<file path="src/rtl/bus_cmd_pkg.sv">
package bus_cmd_pkg;

    localparam int REG_W = 8;
    localparam int SEQ_W = 3;
    localparam int FLG_W = 5;
    localparam int ADDR_W = 4;

    localparam logic [ADDR_W-1:0] A_CMD   = 4'h3;
    localparam logic [ADDR_W-1:0] A_TGT   = 4'h4;
    localparam logic [ADDR_W-1:0] A_MASK  = 4'h8;

    localparam logic [6:0] OP_NOP     = 7'h00;
    localparam logic [6:0] OP_FLUSH   = 7'h01;
    localparam logic [6:0] OP_CHIPRST = 7'h02;
    localparam logic [6:0] OP_BUSRST  = 7'h03;
    localparam logic [6:0] OP_DONESEQ = 7'h11;
    localparam logic [6:0] OP_MSGOK   = 7'h12;
    localparam logic [6:0] OP_ATN     = 7'h1a;
    localparam logic [6:0] OP_SEL     = 7'h42;
    localparam logic [6:0] OP_SELSTOP = 7'h43;
    localparam logic [6:0] OP_ARM     = 7'h44;

    localparam int TC_BIT = 4;

    typedef enum logic [1:0] {
        ST_KEEP = 2'd0,
        ST_LOAD = 2'd1,
        ST_OR   = 2'd2
    } stat_op_e;

    typedef struct packed {
        logic             known;
        logic             chip_rst;
        logic             intr_we;
        logic [REG_W-1:0] intr_val;
        logic             seq_we;
        logic [SEQ_W-1:0] seq_val;
        logic             flags_we;
        logic [FLG_W-1:0] flags_val;
        stat_op_e         st_op;
        logic [6:0]       st_val;
        logic             raise;
        logic             atn;
        logic             resp;
        logic             wait_set;
        logic             wait_clr;
    } cmd_effect_t;

    function automatic cmd_effect_t effect_idle();
        cmd_effect_t e;
        e = '0;
        e.known = 1'b1;
        e.st_op = ST_KEEP;
        return e;
    endfunction

    function automatic logic [6:0] apply_status(input logic [6:0] cur,
                                                input stat_op_e op,
                                                input logic [6:0] val);
        case (op)
            ST_LOAD: return val;
            ST_OR:   return cur | val;
            default: return cur;
        endcase
    endfunction

endpackage

</file>
<file path="src/rtl/host_regs.sv">
module host_regs
    import bus_cmd_pkg::*;
#(
    parameter int CNT_W = 16,
    parameter int TGT_W = 3
) (
    input  logic              clk,
    input  logic              rst,
    input  logic              soft_rst,
    input  logic              wr_en,
    input  logic [ADDR_W-1:0] wr_addr,
    input  logic [REG_W-1:0]  wr_data,
    output logic [CNT_W-1:0]  cnt_staged,
    output logic [TGT_W-1:0]  tgt_id,
    output logic              rep_mask
);
    localparam int NBYTES = CNT_W / 8;

    for (genvar b = 0; b < NBYTES; b++) begin : g_cnt_byte
        always_ff @(posedge clk) begin
            if (rst || soft_rst) begin
                cnt_staged[b*8 +: 8] <= '0;
            end else if (wr_en && wr_addr == ADDR_W'(b)) begin
                cnt_staged[b*8 +: 8] <= wr_data;
            end
        end
    end

    always_ff @(posedge clk) begin
        if (rst || soft_rst) begin
            tgt_id   <= '0;
            rep_mask <= 1'b0;
        end else if (wr_en) begin
            if (wr_addr == A_TGT)  tgt_id   <= wr_data[TGT_W-1:0];
            if (wr_addr == A_MASK) rep_mask <= wr_data[6];
        end
    end
endmodule

</file>
<file path="src/rtl/target_lookup.sv">
module target_lookup #(
    parameter int TGT_W = 3
) (
    input  logic [(1<<TGT_W)-1:0] present,
    input  logic [TGT_W-1:0]      id,
    output logic                  found
);
    localparam int N_TGT = 1 << TGT_W;
    logic [N_TGT-1:0] hit;

    for (genvar t = 0; t < N_TGT; t++) begin : g_tgt
        assign hit[t] = present[t] && (id == TGT_W'(t));
    end

    assign found = |hit;
endmodule

</file>
<file path="src/rtl/cmd_decode.sv">
module cmd_decode
    import bus_cmd_pkg::*;
(
    input  logic [6:0]  op,
    input  logic        dma,
    input  logic        tgt_ok,
    input  logic        rep_mask,
    output cmd_effect_t eff
);
    always_comb begin
        eff = effect_idle();
        case (op)
            OP_NOP: ;
            OP_FLUSH: begin
                eff.intr_we   = 1'b1;
                eff.intr_val  = 8'h08;
                eff.seq_we    = 1'b1;
                eff.seq_val   = '0;
                eff.flags_we  = 1'b1;
                eff.flags_val = '0;
            end
            OP_CHIPRST: eff.chip_rst = 1'b1;
            OP_BUSRST: begin
                eff.intr_we  = 1'b1;
                eff.intr_val = 8'h80;
                eff.raise    = !rep_mask;
            end
            OP_DONESEQ: begin
                eff.resp     = 1'b1;
                eff.intr_we  = 1'b1;
                eff.intr_val = 8'h08;
                eff.raise    = 1'b1;
                if (dma) begin
                    eff.st_op   = ST_LOAD;
                    eff.st_val  = 7'h17;
                    eff.seq_we  = 1'b1;
                    eff.seq_val = SEQ_W'(4);
                end else begin
                    eff.st_op     = ST_OR;
                    eff.st_val    = 7'h07;
                    eff.flags_we  = 1'b1;
                    eff.flags_val = FLG_W'(2);
                end
            end
            OP_MSGOK: begin
                eff.resp     = 1'b1;
                eff.intr_we  = 1'b1;
                eff.intr_val = 8'h20;
                eff.seq_we   = 1'b1;
                eff.seq_val  = '0;
                eff.raise    = 1'b1;
                if (dma) begin
                    eff.st_op  = ST_LOAD;
                    eff.st_val = 7'h13;
                end else begin
                    eff.flags_we  = 1'b1;
                    eff.flags_val = FLG_W'(2);
                end
            end
            OP_ATN: eff.atn = 1'b1;
            OP_ARM: begin
                eff.intr_we  = 1'b1;
                eff.intr_val = 8'h00;
            end
            OP_SEL, OP_SELSTOP: begin
                eff.raise   = 1'b1;
                eff.intr_we = 1'b1;
                eff.seq_we  = 1'b1;
                if (!tgt_ok) begin
                    eff.st_op    = ST_LOAD;
                    eff.st_val   = '0;
                    eff.intr_val = 8'h20;
                    eff.seq_val  = '0;
                end else begin
                    eff.intr_val = 8'h18;
                    eff.seq_val  = SEQ_W'(4);
                    if (op == OP_SELSTOP) begin
                        eff.st_op    = ST_LOAD;
                        eff.st_val   = 7'h12;
                        eff.wait_set = 1'b1;
                    end else begin
                        eff.wait_clr = 1'b1;
                    end
                end
            end
            default: eff.known = 1'b0;
        endcase
    end
endmodule

</file>
<file path="src/rtl/bus_cmd_decoder.sv">
module bus_cmd_decoder
    import bus_cmd_pkg::*;
#(
    parameter int CNT_W = 16,
    parameter int TGT_W = 3
) (
    input  logic                  clk,
    input  logic                  rst,
    input  logic                  wr_en,
    input  logic [3:0]            wr_addr,
    input  logic [7:0]            wr_data,
    input  logic                  irq_clear,
    input  logic [(1<<TGT_W)-1:0] dev_present,
    input  logic [7:0]            sense_in,
    output logic                  irq,
    output logic [7:0]            status,
    output logic [7:0]            intr_cause,
    output logic [2:0]            seq_step,
    output logic [4:0]            fifo_flags,
    output logic [CNT_W-1:0]      xfer_cnt,
    output logic                  dma_mode,
    output logic                  cmd_wait,
    output logic                  atn_pulse,
    output logic                  resp_push,
    output logic [15:0]           resp_bytes,
    output logic                  bad_cmd
);
    logic [CNT_W-1:0] cnt_staged;
    logic [TGT_W-1:0] tgt_id;
    logic             rep_mask;
    logic             tgt_ok;
    logic             cmd_stb;
    logic             soft_rst;
    logic [6:0]       st_lo;
    cmd_effect_t      eff;

    assign cmd_stb  = wr_en && (wr_addr == A_CMD);
    assign soft_rst = cmd_stb && eff.chip_rst;

    host_regs #(.CNT_W(CNT_W), .TGT_W(TGT_W)) u_regs (
        .clk        (clk),
        .rst        (rst),
        .soft_rst   (soft_rst),
        .wr_en      (wr_en),
        .wr_addr    (wr_addr),
        .wr_data    (wr_data),
        .cnt_staged (cnt_staged),
        .tgt_id     (tgt_id),
        .rep_mask   (rep_mask)
    );

    target_lookup #(.TGT_W(TGT_W)) u_lookup (
        .present (dev_present),
        .id      (tgt_id),
        .found   (tgt_ok)
    );

    cmd_decode u_dec (
        .op       (wr_data[6:0]),
        .dma      (wr_data[7]),
        .tgt_ok   (tgt_ok),
        .rep_mask (rep_mask),
        .eff      (eff)
    );

    always_ff @(posedge clk) begin
        if (rst || soft_rst) begin
            irq        <= 1'b0;
            st_lo      <= '0;
            intr_cause <= '0;
            seq_step   <= '0;
            fifo_flags <= '0;
            xfer_cnt   <= '0;
            dma_mode   <= 1'b0;
            cmd_wait   <= 1'b0;
            atn_pulse  <= 1'b0;
            resp_push  <= 1'b0;
            resp_bytes <= '0;
            bad_cmd    <= 1'b0;
        end else begin
            atn_pulse <= 1'b0;
            resp_push <= 1'b0;
            bad_cmd   <= 1'b0;
            if (irq_clear) irq <= 1'b0;
            if (wr_en && (wr_addr == 4'h0 || wr_addr == 4'h1)) begin
                st_lo[TC_BIT] <= 1'b0;
            end
            if (cmd_stb) begin
                if (!eff.known) begin
                    bad_cmd <= 1'b1;
                end else begin
                    dma_mode <= wr_data[7];
                    if (wr_data[7]) xfer_cnt <= cnt_staged;
                    st_lo <= apply_status(st_lo, eff.st_op, eff.st_val);
                    if (eff.intr_we)  intr_cause <= eff.intr_val;
                    if (eff.seq_we)   seq_step   <= eff.seq_val;
                    if (eff.flags_we) fifo_flags <= eff.flags_val;
                    if (eff.wait_set) cmd_wait   <= 1'b1;
                    if (eff.wait_clr) cmd_wait   <= 1'b0;
                    if (eff.raise)    irq        <= 1'b1;
                    atn_pulse <= eff.atn;
                    resp_push <= eff.resp;
                    if (eff.resp) resp_bytes <= {8'h00, sense_in};
                end
            end
        end
    end

    assign status = {irq, st_lo};

    // absent target on a selection
    p_absent_sel_r10: assert property (@(posedge clk) disable iff (rst)
        (cmd_stb && (wr_data[6:0] == OP_SEL || wr_data[6:0] == OP_SELSTOP) && !tgt_ok)
        |=> (intr_cause == 8'h20 && seq_step == 3'd0 && irq && status[6:0] == 7'd0));

    // flush results
    p_flush_r4: assert property (@(posedge clk) disable iff (rst)
        (cmd_stb && wr_data[6:0] == OP_FLUSH)
        |=> (intr_cause == 8'h08 && seq_step == 3'd0 && fifo_flags == 5'd0));

    // count copy on DMA command
    p_cnt_copy_r3: assert property (@(posedge clk) disable iff (rst)
        (cmd_stb && wr_data[7] && eff.known && !eff.chip_rst)
        |=> (dma_mode && xfer_cnt == $past(cnt_staged)));

    // unknown opcode leaves registers alone
    p_unknown_hold_r12: assert property (@(posedge clk) disable iff (rst)
        bad_cmd |-> ($stable(status[6:0]) && $stable(intr_cause) && $stable(seq_step)
                     && $stable(fifo_flags) && $stable(xfer_cnt) && $stable(dma_mode)));

    // pulses never overlap
    p_pulse_excl_r12: assert property (@(posedge clk) disable iff (rst)
        $onehot0({atn_pulse, resp_push, bad_cmd}));

    // acknowledge without command lowers irq
    p_ack_r13: assert property (@(posedge clk) disable iff (rst)
        (irq_clear && !cmd_stb) |=> !irq);

    // unmasked bus reset raises irq
    p_busrst_r6: assert property (@(posedge clk) disable iff (rst)
        (cmd_stb && wr_data[6:0] == OP_BUSRST && !rep_mask)
        |=> (irq && intr_cause == 8'h80));
endmodule

</file>
<file path="config.mk">
export PLATFORM = sky130hd
export DESIGN_NAME = bus_cmd_decoder
export DESIGN_NICKNAME = d
export VERILOG_FILES = /design/src/rtl/bus_cmd_pkg.sv /design/src/rtl/host_regs.sv /design/src/rtl/target_lookup.sv /design/src/rtl/cmd_decode.sv /design/src/rtl/bus_cmd_decoder.sv
export SDC_FILE = /design/constraint.sdc
export NUM_CORES = 1
export LEC_CHECK = 0
export BUFFER_PORTS_ARGS = -buffer_cell sky130_fd_sc_hd__buf_2
export CORE_ASPECT_RATIO = 0.7
export CORE_MARGIN = 2
export CORE_UTILIZATION = 41
export CTS_BUF_LIST = sky130_fd_sc_hd__clkbuf_16
export DETAILED_ROUTE_END_ITERATION = 10
export SLEW_MARGIN = 20
export SYNTH_ARGS = -nofsm -noshare
export SYNTH_HDL_FRONTEND = slang
export SYNTH_HIERARCHICAL = 1
export SYNTH_SLANG_ARGS = --single-unit
</file>
<file path="constraint.sdc">
create_clock -name clk -period 7.49 [get_ports clk]
set_input_delay 2.247 -clock clk [delete_from_list [all_inputs] [get_ports clk]]
set_output_delay 2.247 -clock clk [all_outputs]
set_load 0.01 [all_outputs]
</file>
* After elaboration in Yosys (flattened, before gate mapping) *
Index checks and enable logic that the tools add are counted.

operators by class
  bitwise gates (word level) = 3
  equality and inequality tests = 23
  reductions and logical operators = 40
  mux-type cells = 32

operator list
  operator              count
  $pmux W9 S5           1
  $pmux W9 S3           1
  $eq A7 B5 Y1 const B  3
  $eq A7 B7 Y1 const B  3
  $reduce_and A3 Y1     7
  $mux W9               2
  $mux W8               2
  $eq A7 B2 Y1 const B  2
  $mux W1               14
  $pmux W7 S2           1
  $logic_and A1 B1 Y1   13
  $eq A3 B3 Y1 const B  4
  $mux W6               2
  $pmux W4 S3           1
  $pmux W6 S2           1
  $mux W5               2
  $reduce_or A10 Y1     1
  $reduce_or A2 Y1      5
  $reduce_or A8 Y1      1
  $eq A7 B1 Y1 const B  1
  $logic_not A7 Y1      1
  $or A7 B7 Y7          1
  $eq A3 B2 Y1 const B  2
  $reduce_and A2 Y1     3
  20 further kinds      24

storage, ports and cells
  word-level logic and storage cells = 115
  flip-flop bits (word level) = 73
  output and inout port bits = 62
  bits of input ports = 32

* Longest topological paths before layout *
  depth in word-level cells = 9
  depth in mapped cells = 10

* Cells and area by module *
The synthesis kept the hierarchy.

modules (own cells, without submodules)
  module           seq. area each (um^2)  area an instance (um^2)  cells each  times used
  bus_cmd_decoder  1061.0                 2292.2                   266         1
  host_regs        400.4                  794.5                    78          1
  cmd_decode       0.0                    449.2                    72          1
  target_lookup    0.0                    63.8                     3           1

* Worst setup path after synthesis *
No wires, ideal clock.

  path type = input to register
  start point = input port dev_present[3]
  end point = register st_lo[4]
  slack = 2.956 ns
  required time = 7.354 ns
  data arrival time = 4.399 ns
  path buffers = 1
  stages = 10
  path through = mux4_1 > mux2_2 > nor2b_1 > o22ai_1 > inv_1 > ha_1 > or3b_1 > clkbuf_1 > o41ai_1 > a221oi_1

RTL lines
  item                  RTL line               RTL
  start, declared       bus_cmd_decoder.sv:13  input logic [(1<<TGT_W)-1:0] dev_present,
  end signal, assigned  bus_cmd_decoder.sv:94  st_lo <= apply_status(st_lo, eff.st_op, eff.st_val);
  end, declared         bus_cmd_decoder.sv:34  logic [6:0] st_lo;

==> key figures <==
Finish
  • Core Util, Final: 0.4910
  • Commonest non-fill, non-tap cells in the layout: buf_2, dfxtp_1, nand3_1, a21oi_1, o21ai_0
  • Commonest non-fill, non-tap cell in the layout: buf_2
  • Final #Nets: 515
  • Area growth from synthesis to layout: 15.64%
  • Layout cells sized above 1: 0.2423
  • # diodes: 0

Setup path
  • RR Endpoint: st_lo[4]$_SDFFE_PP0P_
  • Startpoint Class: input pin
  • Type of the worst setup path: input pin to flop
  • Max stage delay on crit path: 490 ps
  • CP endpoint kind: flop
  • CP arrival: 4660 ps
  • R2R setup slack: 4570 ps
  • Worst reg2reg path startpoint: u_regs/tgt_id[1]$_SDFFE_PP0P_
  • CP Cell Sequence: buf_2 > mux4_1 > mux2_2 > nor2b_1 > o22ai_1 > inv_1 > ha_1 > or3b_1 > o41ai_1 > a221oi_1
  • Worst R2R Path Depth: 9
  • Critical path startpoint: dev_present[3]
  • Highest-delay cell along the critical path: mux4_1
  • Max Fanout on Critical Path: 7
  • Worst path required time: 7670 ps

Yosys
  • Synth Register Bits: 73
  • Seq/Total Area, Yosys: 0.4060
  • Synth warn: 6
  • Cell Area, Synth: 3600 µm²
  • Synth cell types: 51
  • Top cells by area, synth: dfxtp_1, nand3_1, a21oi_1
  • Leading area contributor after synthesis: dfxtp_1
  • Area share of the largest cell type after synthesis: 0.4060
  • Mapped Avg Cell Area: 8.591 µm²
  • Cells after synthesis: 419

Clock network
  • CTS root buf: clkbuf_16
  • Clock slew at reported path FFs: 50 ps
  • Cts repair resizes: 0
  • CTS buffer count: 9
  • Setup Fix Bufs, Post-CTS: 0
  • CTS tree: done
  • Hold Buf Count CTS: 0
  • Clk Latency, worst-skew pair: 340 ps
  • Clk sinks: 73
  • Clock Path Buffers: 2
  • # H-tree levels: 3

Routing
  • Avg WL per Cell: 15.16 µm
  • TritonRoute pass-1 iters: 4
  • Remaining DRCs: 0
  • Vias: 3174
  • Post-Route WL: 9205 µm
  • Starting DRT DRC Count: 247
  • Vias/cell: 5.229
  • ANT nets after route: 0

Global route
  • Total GRT Usage: 0.2029
  • Initial antenna violation count: 0
  • Global-route wire length before repair: 14840 µm
  • Largest net degree at the start of global routing: 54
  • Number of global-route vias before repair: 2856
  • Grt total ovfl: 0

Timing
  • Setup TNS: 0 ps
  • Worst setup margin: 3014 ps
  • Fmax: 223.4 MHz
  • Final Hold Vio Count: 0
  • Rel. slew slack: 0.5447
  • Least-Margin Pin Slew: 680.9 ps
  • Slew Limit Fails: 0
  • Final setup viols: 0
  • RSZ-0062 raised after global routing: false
  • Final worst path period share: 0.5977
  • Final min period: 4476 ps
  • Max Clock Skew: 3.275 ps

Die
  • Top Ports: 94
  • Core Footprint: 8478 µm²
  • Die ar.: 9557 µm²
  • Die Y: 82.40 µm
  • Die Width: 116.0 µm
  • # rows: 28
  • Starting Density: 0.4246

Flow run
  • Max Cap Viol: 0

Pwr
  • P_leak: 1.736 nW
  • Pwr per Cell Area: 198.3 nW/µm²
  • VDD IR max: 0.1067 mV

Hold path
  • Hold EP: u_regs/cnt_staged[13]$_SDFFE_PP0P_
  • Hold WC Path Type: flop to flop
  • Min-delay src: u_regs/cnt_staged[13]$_SDFFE_PP0P_
  • Hold Path Cell Cnt: 2

Run status
  • Status: finished, final reports clean

Place
  • Post-DP HPWL: 6342 µm
  • Pre-CTS WS: 2673 ps
  • Port-buffer cells: 85
  • GP Congestion: 0.8531
worst max path at each step:
stage,end,cells past startpoint
5_1_grt,xfer_cnt[11]$_SDFFE_PP0P_,7
3_3_place_gp,st_lo[4]$_SDFFE_PP0P_,10
2_1_floorplan,st_lo[4]$_SDFFE_PP0P_,10
4_1_cts,st_lo[4]$_SDFFE_PP0P_,10
3_5_place_dp,st_lo[4]$_SDFFE_PP0P_,10
6_report,st_lo[4]$_SDFFE_PP0P_,10
critical path: cells and delay by family:
family	cells	cell delay (ps)
simple gates	2	620
compound gates	3	520
buf+inv	2	150
fa+ha+maj	1	310
mux	2	810
metrics by stage:
stage          cell area [µm²]  hold WS (ps)  cells   power, W
6_report                  4163         458.9    607  0.0008256
2_1_floorplan             3671         435.0    438  0.0004452
3_3_place_gp              3900         446.9    591  0.0004530
5_1_grt                   4163         484.5    607  0.0008581
4_1_cts                   4163         459.9    607  0.0008359
3_5_place_dp              3900         446.9    591  0.0004537
where the power goes:
group	switching [W]	leakage (nW)	internal, W
clock network	0.000160	0.136	0.000220
registers	0.000000825	0.588	0.000390
logic	0.0000389	1.01	0.0000163
Yosys cell counts (all sizes together):
cell / count
and4: 5
nand3: 56
a311oi: 1
o31ai: 6
and3: 2
a32oi: 1
nand2b: 3
nor3b: 3
dfxtp: 73
a21oi: 49
o22ai: 2
clkbuf: 10
o311ai: 1
buf: 45
conb: 2
and4b: 3
a31oi: 2
mux4: 2
o211ai: 3
o2111ai: 1
o41ai: 1
nand4: 8
and2: 1
mux2: 2
nor2: 13
or3b: 2
o21bai: 1
mux2i: 20
nor4b: 1
ha: 1
nor2b: 4
nor4: 3
nor3: 2
inv: 6
nand3b: 2
o21ai: 46
a221oi: 1
nand2: 35
cell type report:
class / instances / area [µm²]
fillers: 855 / 4315
clock inverters: 7 / 37.54
well taps: 120 / 150.1
clock buffers: 9 / 225.2
flip-flops and latches: 73 / 1461
repair buffers: 88 / 447.9
multi-input cells: 304 / 1818
inverters: 6 / 22.52
flip-flops by register name, indices dropped and copies added (netlist names):
register	count
atn_pulse	1
bad_cmd	1
cmd_wait	1
dma_mode	1
fifo_flags	5
intr_cause	8
irq	1
resp_bytes	8
resp_push	1
seq_step	3
st_lo	7
u_regs/cnt_staged	16
u_regs/rep_mask	1
u_regs/tgt_id	3
xfer_cnt	16
per-layer routing:
metal  vias up  global-route usage  wire [µm]
met1      1468              0.3043       4768
li1       1602                   -          -
met5         -                   0          0
met2        99              0.2813       3849
met3         5             0.05620        517
met4         0             0.05714         70
cells by family after synthesis:
group / after synthesis / share of synthesized area
AOI/OAI and AO/OA: 115 / 0.1811
adders and majority gates: 1 / 0.003475
buffers and inverters: 61 / 0.1105
DFF: 73 / 0.4060
muxes: 24 / 0.07647
other: 2 / 0.002086
and+or+nand+nor: 143 / 0.2204
No activity file was read; power rests on OpenSTA's default activity.
